## config.mk

```make
export PLATFORM = sky130hd
export DESIGN_NAME = crs_unit
export DESIGN_NICKNAME = d
export VERILOG_FILES = /design/src/rtl/crs_unit.sv
export SDC_FILE = /design/constraint.sdc
export NUM_CORES = 1
export LEC_CHECK = 0
export ABC_AREA = 1
export BUFFER_PORTS_ARGS = -buffer_cell sky130_fd_sc_hd__buf_4
export CAP_MARGIN = 5
export CORE_MARGIN = 3
export CORE_UTILIZATION = 40
export CTS_CLUSTER_SIZE = 16
export DETAILED_ROUTE_END_ITERATION = 6
export HOLD_SLACK_MARGIN = 0.05
export PLACE_DENSITY = 0.63
export SETUP_SLACK_MARGIN = 0.5
export SLEW_MARGIN = 15
export SYNTH_ARGS = -nofsm -noshare
export SYNTH_HDL_FRONTEND = slang
export SYNTH_SLANG_ARGS = --single-unit
```

## constraint.sdc

```tcl
create_clock -name clk -period 1.54 [get_ports clk]
set_clock_uncertainty 0.15 [all_clocks]
set_input_delay 0.154 -clock clk [delete_from_list [all_inputs] [get_ports clk]]
set_output_delay 0.154 -clock clk [all_outputs]
set_load 0.005 [all_outputs]
```

## src/rtl/crs_unit.sv

```systemverilog
module crs_unit #(
  parameter int DW = 32
) (
  input  logic          clk,
  input  logic          rst_n,
  input  logic          is_ctl,
  input  logic [3:0]    reg_idx,
  input  logic          wr_en,
  input  logic [DW-1:0] wr_data,
  output logic [DW-1:0] rd_data,
  input  logic          evt_enter,
  input  logic [DW-1:0] evt_pc,
  input  logic          evt_return,
  input  logic          ext_irq,
  input  logic          sbi_req,
  output logic          ext_take,
  output logic          sbi_take,
  output logic          stk_sel,
  output logic          int_en,
  output logic          cond,
  output logic [DW-1:0] ret_pc
);
  localparam logic [3:0] CI_STAT = 4'd0;
  localparam logic [3:0] CI_CMIR = 4'd1;
  localparam logic [3:0] CI_ISP  = 4'd2;
  localparam logic [3:0] CI_USP  = 4'd3;
  localparam logic [3:0] CI_SPC  = 4'd6;
  localparam logic [3:0] GI_SP   = 4'd15;

  localparam int B_C  = 0;
  localparam int B_IE = 6;
  localparam int B_SM = 7;
  localparam int B_BC = 8;
  localparam int B_BI = 14;
  localparam int B_BS = 15;

  logic          sm_q, ie_q, c_q, bsm_q, bie_q, bc_q;
  logic [DW-1:0] isp_q, usp_q, spc_q;
  logic [DW-1:0] stat_word;

  wire strobe  = evt_enter | evt_return;
  wire ctl_wr  = wr_en & is_ctl & ~strobe;
  wire gsp_wr  = wr_en & ~is_ctl & (reg_idx == GI_SP) & ~strobe;
  wire isp_wr  = (ctl_wr & (reg_idx == CI_ISP)) | (gsp_wr & sm_q);
  wire usp_wr  = (ctl_wr & (reg_idx == CI_USP)) | (gsp_wr & ~sm_q);

  always_comb begin
    stat_word       = '0;
    stat_word[B_C]  = c_q;
    stat_word[B_IE] = ie_q;
    stat_word[B_SM] = sm_q;
    stat_word[B_BC] = bc_q;
    stat_word[B_BI] = bie_q;
    stat_word[B_BS] = bsm_q;
  end

  always_ff @(posedge clk) begin
    if (!rst_n) begin
      sm_q  <= 1'b0;
      ie_q  <= 1'b0;
      c_q   <= 1'b0;
      bsm_q <= 1'b0;
      bie_q <= 1'b0;
      bc_q  <= 1'b0;
      spc_q <= '0;
    end else if (evt_enter) begin
      bsm_q <= sm_q;
      bie_q <= ie_q;
      bc_q  <= c_q;
      sm_q  <= 1'b1;
      ie_q  <= 1'b0;
      spc_q <= {evt_pc[DW-1:1], 1'b0};
    end else if (evt_return) begin
      sm_q <= bsm_q;
      ie_q <= bie_q;
      c_q  <= bc_q;
    end else if (ctl_wr) begin
      if (reg_idx == CI_STAT) begin
        c_q   <= wr_data[B_C];
        ie_q  <= wr_data[B_IE];
        sm_q  <= wr_data[B_SM];
        bc_q  <= wr_data[B_BC];
        bie_q <= wr_data[B_BI];
        bsm_q <= wr_data[B_BS];
      end
      if (reg_idx == CI_SPC) spc_q <= {wr_data[DW-1:1], 1'b0};
    end
  end

  always_ff @(posedge clk) begin
    if (!rst_n) begin
      isp_q <= '0;
      usp_q <= '0;
    end else begin
      if (isp_wr) isp_q <= wr_data;
      if (usp_wr) usp_q <= wr_data;
    end
  end

  always_comb begin
    rd_data = '0;
    if (is_ctl) begin
      case (reg_idx)
        CI_STAT: rd_data = stat_word;
        CI_CMIR: rd_data = {{(DW-1){1'b0}}, c_q};
        CI_ISP:  rd_data = isp_q;
        CI_USP:  rd_data = usp_q;
        CI_SPC:  rd_data = spc_q;
        default: rd_data = '0;
      endcase
    end else if (reg_idx == GI_SP) begin
      rd_data = sm_q ? isp_q : usp_q;
    end
  end

  assign ret_pc   = {spc_q[DW-1:2], 2'b00};
  assign stk_sel  = sm_q;
  assign int_en   = ie_q;
  assign cond     = c_q;
  assign ext_take = ext_irq & ie_q;
  assign sbi_take = sbi_req;
endmodule

```

* After elaboration in Yosys (flattened, before gate mapping)
Index checks and enable logic that the tools add are counted.
** Cells by class
- Equal/unequal tests :: 6
- Div/mod/pow operators :: 0
- Shift operators :: 0
- Reduce and logical (&&, ||, !) cells :: 14
- Multiplexer cells :: 30
- Multipliers :: 0
- $lt $le $gt $ge :: 0
- Bitwise logic cells :: 18
- Add/sub/neg operators :: 0
** Operators by type and width (count)
- $mux 32 :: 7
- $pmux 32 s5 :: 1
- $mux 1 :: 22
- $and 1x1->1 :: 10
- $reduce_bool 2->1 :: 5
- $reduce_and 3->1 :: 3
- $eq 4x2->1 const B :: 2
- $reduce_bool 3->1 :: 2
- $not 1->1 :: 5
- $eq 4x1->1 const B :: 1
- $eq 4x3->1 const B :: 1
- $eq 4x4->1 const B :: 1
- $logic_not 4->1 :: 1
- $reduce_and 2->1 :: 2
- $or 1x1->1 :: 3
- $ne 2x2->1 const B :: 1
- $reduce_or 2->1 :: 1
** Storage, ports and cells
- Memories :: 0
- Bits in latches :: 0
- Bits in read-only memories :: 0
- Bits in registers :: 101
- Memory bits (writable) :: 0

* Longest topological paths before layout
Gate-level depths: netlist of run 1.
- Depth in word-level cells :: 6
- Depth in mapped cells :: 9

* Worst setup path after synthesis of run 1
OpenSTA, ideal clock, no wires.
- Kind :: register to output
- Start point :: register sm_q, in the netlist stk_sel
- End point :: output rd_data[12]
- Data required time :: 1.236 ns
- Cell stages (with the launch flop) :: 7
- Slack :: 0.115 ns
- Data arrival time :: 1.121 ns
- Cells stage by stage :: dfxtp_1 -> buf_2 -> buf_1 -> nand2_1 -> o21ai_0 -> nand2_1 -> nand2_1
** On the way
- Word-level cells in the longest chain between the ends :: 3
** Ends and longest elaborated chain
- start: declaration :: RTL line 37 : logic sm_q, ie_q, c_q, bsm_q, bie_q, bc_q;
- start signal: assignment :: RTL line 74 : sm_q <= bsm_q;
- start signal: assignment :: RTL line 81 : sm_q <= wr_data[B_SM];
- $mux 32 :: RTL line 112 : rd_data = sm_q ? isp_q : usp_q;
- $mux 32 :: RTL line 111 : end else if (reg_idx == GI_SP) begin
- $mux 32 :: RTL line 102 : if (is_ctl) begin
- end: declaration :: RTL line 10 : output logic [DW-1:0] rd_data,
Every way passes these cells.

* Worst setup path in the final report of run 1
- Start point :: register sm_q, in the netlist stk_sel
- End point :: register usp_q[12]
** On the way
- Word-level cells in the longest chain between the ends :: 3
** Ends and longest elaborated chain
- $not 1->1 :: RTL line 45 : wire usp_wr = (ctl_wr & (reg_idx == CI_USP)) | (gsp_wr & ~sm_q);
- $and 1x1->1 :: RTL line 45
- $or 1x1->1 :: RTL line 45
- end signal: assignment :: RTL line 96 : if (usp_wr) usp_q <= wr_data;
- end: declaration :: RTL line 38 : logic [DW-1:0] isp_q, usp_q, spc_q;
Every way passes these cells.
A chain may end at the register's enable or synchronous reset.

==> results.cfg, run 1 <==
[run_status]
outcome = complete, but fails checks
violations = negative setup slack

[power]
vdd_drop_max_mv = 0.417
powerDensity_nw_per_um2 = 650
leakage_nw = 5.03

[timing]
max_freq_ghz = 0.588
finalHoldViolations = 0
hold_slack_ns = 0.0503
final.min_clock_period_ns = 1.70
post-route-period-util_pct = 111
setup_violations = 74
rsz0062_at_grt = yes
fin_ws_ns = -0.162
drv_slew = 0

[logic_synthesis]
synth_cell_types = 25
seq_area_frac_synth_pct = 32.1
synth-simple-area-share_pct = 41.8
synth_mux_area_share_pct = 0.159
synth_xor_area_share_pct = 0
ys_async_sr_fraction_pct = 0
yosys_warnings = 0
synth_enable_flop_cells = 0
ys_ff_latch = 101
synth_top_family_by_area = simple AND/OR/NAND/NOR gates
synth_top_cell_by_area = dfxtp_1
synth_compound_area_share_pct = 12.3
ys.flop_type = dfxtp_1
syn_inst = 1081
synth.most_common_cell = nand2_1
yosys-top-cells-count = nand2_1, nor2_1, nand3_1, dfxtp_1, inv_1
synthesis.area_um2 = 6310
netlist.area_leader.share_pct = 32.1
syn_avg_cell_area_um2 = 5.83
synth.area.top_cells = dfxtp_1, nand2_1, nand3_1, nor2_1, a21oi_1
synthAdderAreaFrac_pct = 0

[cts]
cts_buffer_depth = 2
cts_buffers = 9
insertion_delay_ns = 0.36
cts-root-buf = clkbuf_16
cts_sinks = 101
clk_pin_slew_ns = 0.07
cts_max_level = 3
cts_tree = done

[floorplan]
fp.dieH_um = 132
core_area_um2 = 15300
ios = 145
die_w_um = 132
initial_core_util_pct = 41.2
die_area_um2 = 17300
num_rows = 45

[placement]
place_area_um2 = 7990
post-dp-hpwl_um = 13700
place_ws_ns = -0.0465
numPortBuffers = 139
globalplace.congestion = 0.849

[worst_setup_path]
start_kind = register
cp-end-kind = register
cp.arrival_ns = 1.85
crit_required_ns = 1.69
path_common_cell = buf_6
cp_slowest_cell = dfxtp_4
worstPathMaxFanout = 19
cp_cell_sequence = buf_12, buf_6, inv_6, nand3_4, buf_6, buf_6, buf_16, nand3_1, nand2_1, nor2_1
critical_path_class = reg -> reg
slowest_delay_ns = 0.37

[routing]
avgViaCountPerCell = 5.07
avgRoutedWirePerCell_um = 16.1
drc = 0
wl_met2_um = 11300
met1Wirelength_um = 10300
route.met3.wl_um = 1720
maxUsedRoutingLayer = met4
via_count = 7514
firstDrtPassIters = 7
ant_nets = 0
drt_iter0_drc = 548
drt_wl_total_um = 23900

[cells_and_area]
drive_above_1_share_pct = 33.5
num_antenna_cells = 0
fin_area_um2 = 10100
fin_nets = 1343
final_util_pct = 66.1
area_growth_pct = 60.4

[min_path]
min_path_type = in -> reg

[global_route]
grt_first_pass_wirelength_um = 36800
overflow = 0
antenna_found_initial = 0
grt_pass1_vias = 6806
grtUsageTotal_pct = 26.2
grt_max_degree = 48

[flow_run]
maxCapViolCount = 0
==> metrics by stage <==
stage          TNS (ns)  power [mW]  instances
2_1_floorplan         0        3.34       1082
3_3_place_gp     -0.288        3.76       1377
3_5_place_dp     -0.576        3.76       1377
4_1_cts           -3.46        6.49       1474
5_1_grt           -9.26        6.80       1483
6_report          -4.02        6.58       1483
==> per-layer routing <==
metal	vias to the layer above	track usage, %
met5	-	0
met4	0	8.63
met3	48	5.36
met2	292	42.6
met1	3430	34.7
li1	3744	-
==> cells in the final DEF (no fill, tap or decap), drive strengths merged <==
| master | Yosys | final |
|---|---|---|
| dlygate4sd3 | 0 | 61 |
| nor2 | 148 | 148 |
| clkbuf | 19 | 13 |
| bufinv | 0 | 2 |
| nor3 | 1 | 1 |
| nand3 | 112 | 112 |
| nand4 | 1 | 1 |
| bufbuf | 0 | 1 |
| o21bai | 13 | 13 |
| a21oi | 71 | 71 |
| buf | 83 | 211 |
| o21ai | 63 | 63 |
| o22ai | 1 | 1 |
| dfxtp | 101 | 101 |
| dlymetal6s4s | 0 | 1 |
| nand2 | 388 | 388 |
| conb | 1 | 2 |
| inv | 76 | 77 |
| clkinv | 2 | 4 |
| mux2i | 1 | 1 |
==> kinds of logic (layout without fill, tap and decap cells) <==
logic type      Yosys count  after routing
buf+inv                 180            370
simple gates            650            650
mux                       1              1
other cells               1              2
flops                   101            101
compound gates          148            148
==> cell type report <==
cell class | instances | area, um2
well taps | 211 | 264
multi-input cells | 801 | 4140
inverters | 78 | 320
fillers | 1334 | 5200
flip-flops and latches | 101 | 2070
repair buffers | 276 | 3010
clock buffers | 11 | 233
clock inverters | 5 | 82.6
==> flip-flops by register name, summed over array words and instances, names as in the netlist <==
register	count
bc_q	1
stk_sel	1
isp_q	32
spc_q	31
cond	1
usp_q	32
bie_q	1
int_en	1
bsm_q	1
==> worst max-delay path, delay by kind of cell, from the launching register on <==
family                 cells  cell delay [ns]
buffers and inverters      6             0.73
DFF                        1             0.37
and+or+nand+nor            4             0.37
==> report_power, final <==
part / internal [mW] / switching (mW) / total, mW
Clock: 1.43 / 1.08 / 2.51
Sequential: 2.70 / 0.0858 / 2.79
Combinational: 0.651 / 0.625 / 1.28
Total: 4.79 / 1.79 / 6.58
==> timing repair <==
item,4_1_cts,5_1_grt
setup endpoints to repair,163,167
setup buffers,11,5
cloned,10,2
pin swaps,21,29
hold endpoints to repair,96,3
hold buffers,60,3
gates resized for setup,109,109
==> worst paths after layout <==
check                              start                endpoint  slack [ns]  cells after the start
setup reg to reg    stk_sel$_SDFFE_PN0P_  usp_q[12]$_SDFFE_PN0P_       -0.16                     10
hold / removal                wr_data[0]       cond$_SDFFE_PN0P_        0.05                      5
setup / recovery    stk_sel$_SDFFE_PN0P_  usp_q[12]$_SDFFE_PN0P_       -0.16                     10
hold reg to reg   spc_q[16]$_SDFFE_PN0P_  spc_q[16]$_SDFFE_PN0P_        0.34                      2
Note: power is estimated with default switching activity, not from simulation.
==> run 2, diff against run 1 <==
--- a/config.mk
+++ b/config.mk
@@ -13,7 +13,6 @@
 export CTS_CLUSTER_SIZE = 16
 export DETAILED_ROUTE_END_ITERATION = 6
 export HOLD_SLACK_MARGIN = 0.05
-export PLACE_DENSITY = 0.63
 export SETUP_SLACK_MARGIN = 0.5
 export SLEW_MARGIN = 15
 export SYNTH_ARGS = -nofsm -noshare
==> results.cfg, run 2 (same netlist as run 1, synthesis figures left out) <==
[run_status]
outcome = complete, but fails checks
violations = negative setup slack

[global_route]
grt_pass1_vias = 6634
overflow = 0
grtUsageTotal_pct = 24.7
grt_max_degree = 42
grt_first_pass_wirelength_um = 35100
antenna_found_initial = 0

[cells_and_area]
final_common_cell = nand2_1
area_growth_pct = 58.7
final_cell_mix = nand2_1, buf_4, nor2_1
reg.largest.list = isp_q x32, usp_q x32, spc_q x31
num_antenna_cells = 0
drive_above_1_share_pct = 32.6
fin_nets = 1342
finalNonFillerCells = 1481

[cts]
cts_buffers = 9
cts_buffer_depth = 2
cts-root-buf = clkbuf_16
cts_tree = done
cts_sinks = 101
clk_pin_slew_ns = 0.07
insertion_delay_ns = 0.35
cts_max_level = 3

[routing]
drt_iter0_drc = 507
avgRoutedWirePerCell_um = 16.3
drc = 0
via_count = 7432
firstDrtPassIters = 4
drt_wl_total_um = 24100
ant_nets = 0
avgViaCountPerCell = 5.02

[power]
leakage_nw = 4.87
powerDensity_nw_per_um2 = 640
vdd_drop_max_mv = 0.673

[worst_setup_path]
critical_path_class = reg -> out
crit_required_ns = 1.24
slowest_delay_ns = 0.44
cp_cell_sequence = buf_12, nand2_1, o21ai_1, nand2_1, nand2_2, buf_6
r2r-start = stk_sel$_SDFFE_PN0P_
path_common_cell = nand2_1
cp_slowest_cell = dfxtp_4
cp.arrival_ns = 1.42
cp_top_family = flip-flops
worstPathMaxFanout = 18
cp-end-kind = output port
startpoint = stk_sel$_SDFFE_PN0P_
crit_buf_inv = 2
start_kind = register

[min_path]
hold_start = evt_return
min_path_type = in -> reg

[timing]
fin_ws_ns = -0.187
drv_slew = 0
final.min_clock_period_ns = 1.73
setup_violations = 91
finalHoldViolations = 0
post-route-period-util_pct = 112
rsz0062_at_grt = yes
max_freq_ghz = 0.579

[placement]
globalplace.congestion = 0.847
placedCellCount = 1383
post-dp-hpwl_um = 13700
numPortBuffers = 139
place_ws_ns = -0.0312

[floorplan]
ios = 145
core_area_um2 = 15300
die_area_um2 = 17300
initial_core_util_pct = 41.2
die_w_um = 132
num_rows = 45
fp.dieH_um = 132

[flow_run]
maxCapViolCount = 0
[run 2: cell count changes in the layout (fill, tap and decap cells not counted), moves of 8 or more]
cell,change
nand3_1,+20
nand3_2,-20
nor2_1,-12
nor2_4,+11
o21ai_0,-8
o21ai_1,+11
[run 2: stage by stage]
step / utilization [%] / instance area (um2) / hold WS, ns / setup TNS, ns / power, mW
2_1_floorplan: - / 6830 / 0.115 / 0 / 3.34
3_5_place_dp: 52.3 / 8010 / 0.158 / -0.183 / 3.76
3_3_place_gp: 52.3 / 8010 / 0.158 / -0.160 / 3.76
6_report: 65.4 / 10000 / 0.0460 / -7.29 / 6.41
4_1_cts: 61.1 / 9350 / 0.0185 / -3.11 / 6.25
5_1_grt: 65.4 / 10000 / 0.0519 / -12.15 / 6.62
[run 2: where the power goes]
part	leakage (nW)	internal, mW	switching [mW]	total (mW)
Sequential	0.833	2.70	0.0928	2.80
Clock	0.134	1.25	1.03	2.29
Combinational	3.90	0.676	0.649	1.32
Total	4.87	4.63	1.77	6.41
[run 2: final timing paths]
| kind | endpoint | slack (ns) | depth (start not counted) |
|---|---|---|---|
| worst max register to register | usp_q[15]$_SDFFE_PN0P_ | -0.11 | 7 |
| worst min-delay path | int_en$_SDFFE_PP0P_ | 0.05 | 5 |
| worst max-delay path | rd_data[14] | -0.19 | 6 |
| worst min register to register | spc_q[2]$_SDFFE_PN0P_ | 0.32 | 2 |
[run 2: timing repair]
action | CTS | global route
pin swaps | 10 | 23
resized for setup | 135 | 99
hold buffers | 60 | 0
setup endpoints to repair | 164 | 167
setup buffers | 2 | 6
gates cloned | 2 | 13
hold endpoints to repair | 96 | 0
[run 2: worst min-delay path, delay by kind of cell]
family / cells / cell delay (ns)
buffers and inverters: 2 / 0.18
AND/OR/NAND/NOR: 2 / 0.12
AO/OA/AOI/OAI: 1 / 0.06
[run 2: layout make-up]
cell class	count	area, um2
fillers	1416	5310
multi-input cells	802	4140
repair buffers	274	2930
flip-flops and latches	101	2070
inverters	78	325
well taps	211	264
clock buffers	13	240
clock inverters	2	35.0
[run 2: metal layers]
layer | share of wire (%) | track usage (%) | wire length [um] | vias up
li1 | - | - | - | 3736
met1 | 44 | 32.0 | 10500 | 3437
met2 | 49 | 42.3 | 11700 | 234
met3 | 6.1 | 4.25 | 1470 | 25
met4 | 1.8 | 7.29 | 423 | 0
met5 | 0 | 0 | 0 | -
==> run 3, diff against run 2 <==
--- a/config.mk
+++ b/config.mk
@@ -13,6 +13,7 @@
 export CTS_CLUSTER_SIZE = 16
 export DETAILED_ROUTE_END_ITERATION = 6
 export HOLD_SLACK_MARGIN = 0.05
+export REMOVE_ABC_BUFFERS = 1
 export SETUP_SLACK_MARGIN = 0.5
 export SLEW_MARGIN = 15
 export SYNTH_ARGS = -nofsm -noshare
==> results.cfg, run 3 (same netlist as run 1, synthesis figures left out) <==
[power]
pwr-share-clk_pct = 35.7
pwr-share-comb_pct = 20.7
netSwitchingPower_mw = 1.75
sw_frac_of_total_pct = 27.4
powerDensity_nw_per_um2 = 672
total_power_mw = 6.39
leakage_nw = 4.73
vdd_drop_max_mv = 0.685
intPower_mw = 4.64
seq_power_share_pct = 43.6

[timing]
rsz0062_at_grt = yes
fin_ws_ns = -0.204
final.min_clock_period_ns = 1.74
finalHoldViolations = 0
setup_violations = 64
post-route-period-util_pct = 113
max_freq_ghz = 0.573
drv_slew = 0

[worst_setup_path]
r2r-start = stk_sel$_SDFFE_PN0P_
cp.arrival_ns = 1.44
startpoint = stk_sel$_SDFFE_PN0P_
critical_path_class = reg -> out
worstPathMaxFanout = 7
cp-end-kind = output port
crit_required_ns = 1.24
start_kind = register

[floorplan]
core_area_um2 = 15300
fp.dieH_um = 132
die_area_um2 = 17300
die_w_um = 132
ios = 145
initial_core_util_pct = 41.2
num_rows = 45

[cts]
cts_sinks = 101
cts_buffer_depth = 2
cts_max_level = 3
cts-root-buf = clkbuf_16
insertion_delay_ns = 0.35
cts_buffers = 9
cts_tree = done
clk_pin_slew_ns = 0.07

[cells_and_area]
area_growth_pct = 50.7
final_cell_mix = nand2_1, nor2_1, buf_4
drive_above_1_share_pct = 26.8
num_antenna_cells = 0
final_common_cell = nand2_1
fillers = 1473
fin_nets = 1342
reg.largest.list = isp_q x32, usp_q x32, spc_q x31
finalNonFillerCells = 1481
fin_area_um2 = 9500

[placement]
numPortBuffers = 139
placedCellCount = 1378
post-dp-hpwl_um = 13400
globalplace.congestion = 0.826
place_area_um2 = 7590

[global_route]
grt_first_pass_wirelength_um = 33900
overflow = 0
grt_pass1_vias = 6467
antenna_found_initial = 0
met1_usage_pct = 33.0
grtUsageTotal_pct = 23.9
busiest_layer = met2
grt_use_met3_pct = 3.29
grt_use_met2_pct = 38.9
grt_max_degree = 62

[min_path]
min_path_type = in -> reg
hold_start = wr_data[0]

[routing]
ant_nets = 0
via_count = 7371
avgRoutedWirePerCell_um = 16.2
drc = 0
drt_wl_total_um = 24000
firstDrtPassIters = 5
avgViaCountPerCell = 4.98
drt_iter0_drc = 585

[run_status]
violations = negative setup slack
outcome = complete, but fails checks

[flow_run]
maxCapViolCount = 0
-- run 3: repair_timing --
action / 4_1_cts / 5_1_grt
hold buffers: 63 / 0
gates resized for setup: 60 / 163
pin swaps: 20 / 46
cloned: 0 / 19
endpoints found under the setup margin: 165 / 167
endpoints found under the hold margin: 97 / 0
setup buffers: 2 / 4
-- run 3: final cells by class --
| cell class | instances | area [um2] | area share [%] |
|---|---|---|---|
| Clock buffer | 13 | 240 | 2.53 |
| Timing Repair Buffer | 275 | 2830 | 29.8 |
| Tap cell | 211 | 264 | 2.78 |
| Clock inverter | 2 | 35.0 | 0.369 |
| Inverter | 78 | 297 | 3.12 |
| Sequential cell | 101 | 2070 | 21.8 |
| Multi-Input combinational cell | 801 | 3760 | 39.6 |
-- run 3: metrics by stage --
stage | setup slack [ns] | utilization [%] | hold WS (ns) | TNS (ns)
after detailed placement | -0.141 | 49.6 | 0.158 | -3.99
after CTS | -0.142 | 56.7 | 0.0432 | -3.04
after global routing | -0.266 | 62.1 | 0.0797 | -13.16
final | -0.204 | 62.1 | 0.0546 | -9.67
after global placement | -0.138 | 49.6 | 0.158 | -3.00
after floorplan | -1.39 | - | 0.125 | -98.59
-- run 3: critical path: stages, from the launching register on --
cell	delay, ns
dfxtp_4	0.36
buf_12	0.15
buf_12	0.14
nand3_2	0.06
nand2_2	0.05
o21ai_2	0.13
nand2_2	0.08
buf_6	0.12
-- run 3: worst paths after layout --
kind | to | slack, ns | cells after the start
worst min-delay path | cond$_SDFFE_PN0P_ | 0.05 | 5
worst max-delay path | rd_data[7] | -0.20 | 7
worst min register to register | spc_q[16]$_SDFFE_PN0P_ | 0.33 | 2
worst max register to register | isp_q[31]$_SDFFE_PN0P_ | -0.19 | 7
-- run 3: layer usage --
metal	wire length, um	vias to the layer above
met4	639	0
met5	0	-
met2	11000	276
met1	10700	3319
met3	1610	45
li1	-	3731
-- run 3: power by group through the flow --
| stage | Combinational, mW | Clock, mW | Sequential [mW] |
|---|---|---|---|
| 2_1_floorplan | 0.283 | 0 | 2.83 |
| 4_1_cts | 1.06 | 2.32 | 2.77 |
| 3_3_place_gp | 0.886 | 0 | 2.82 |
| 6_report | 1.32 | 2.28 | 2.78 |
| 5_1_grt | 1.41 | 2.39 | 2.80 |
| 3_5_place_dp | 0.890 | 0 | 2.82 |
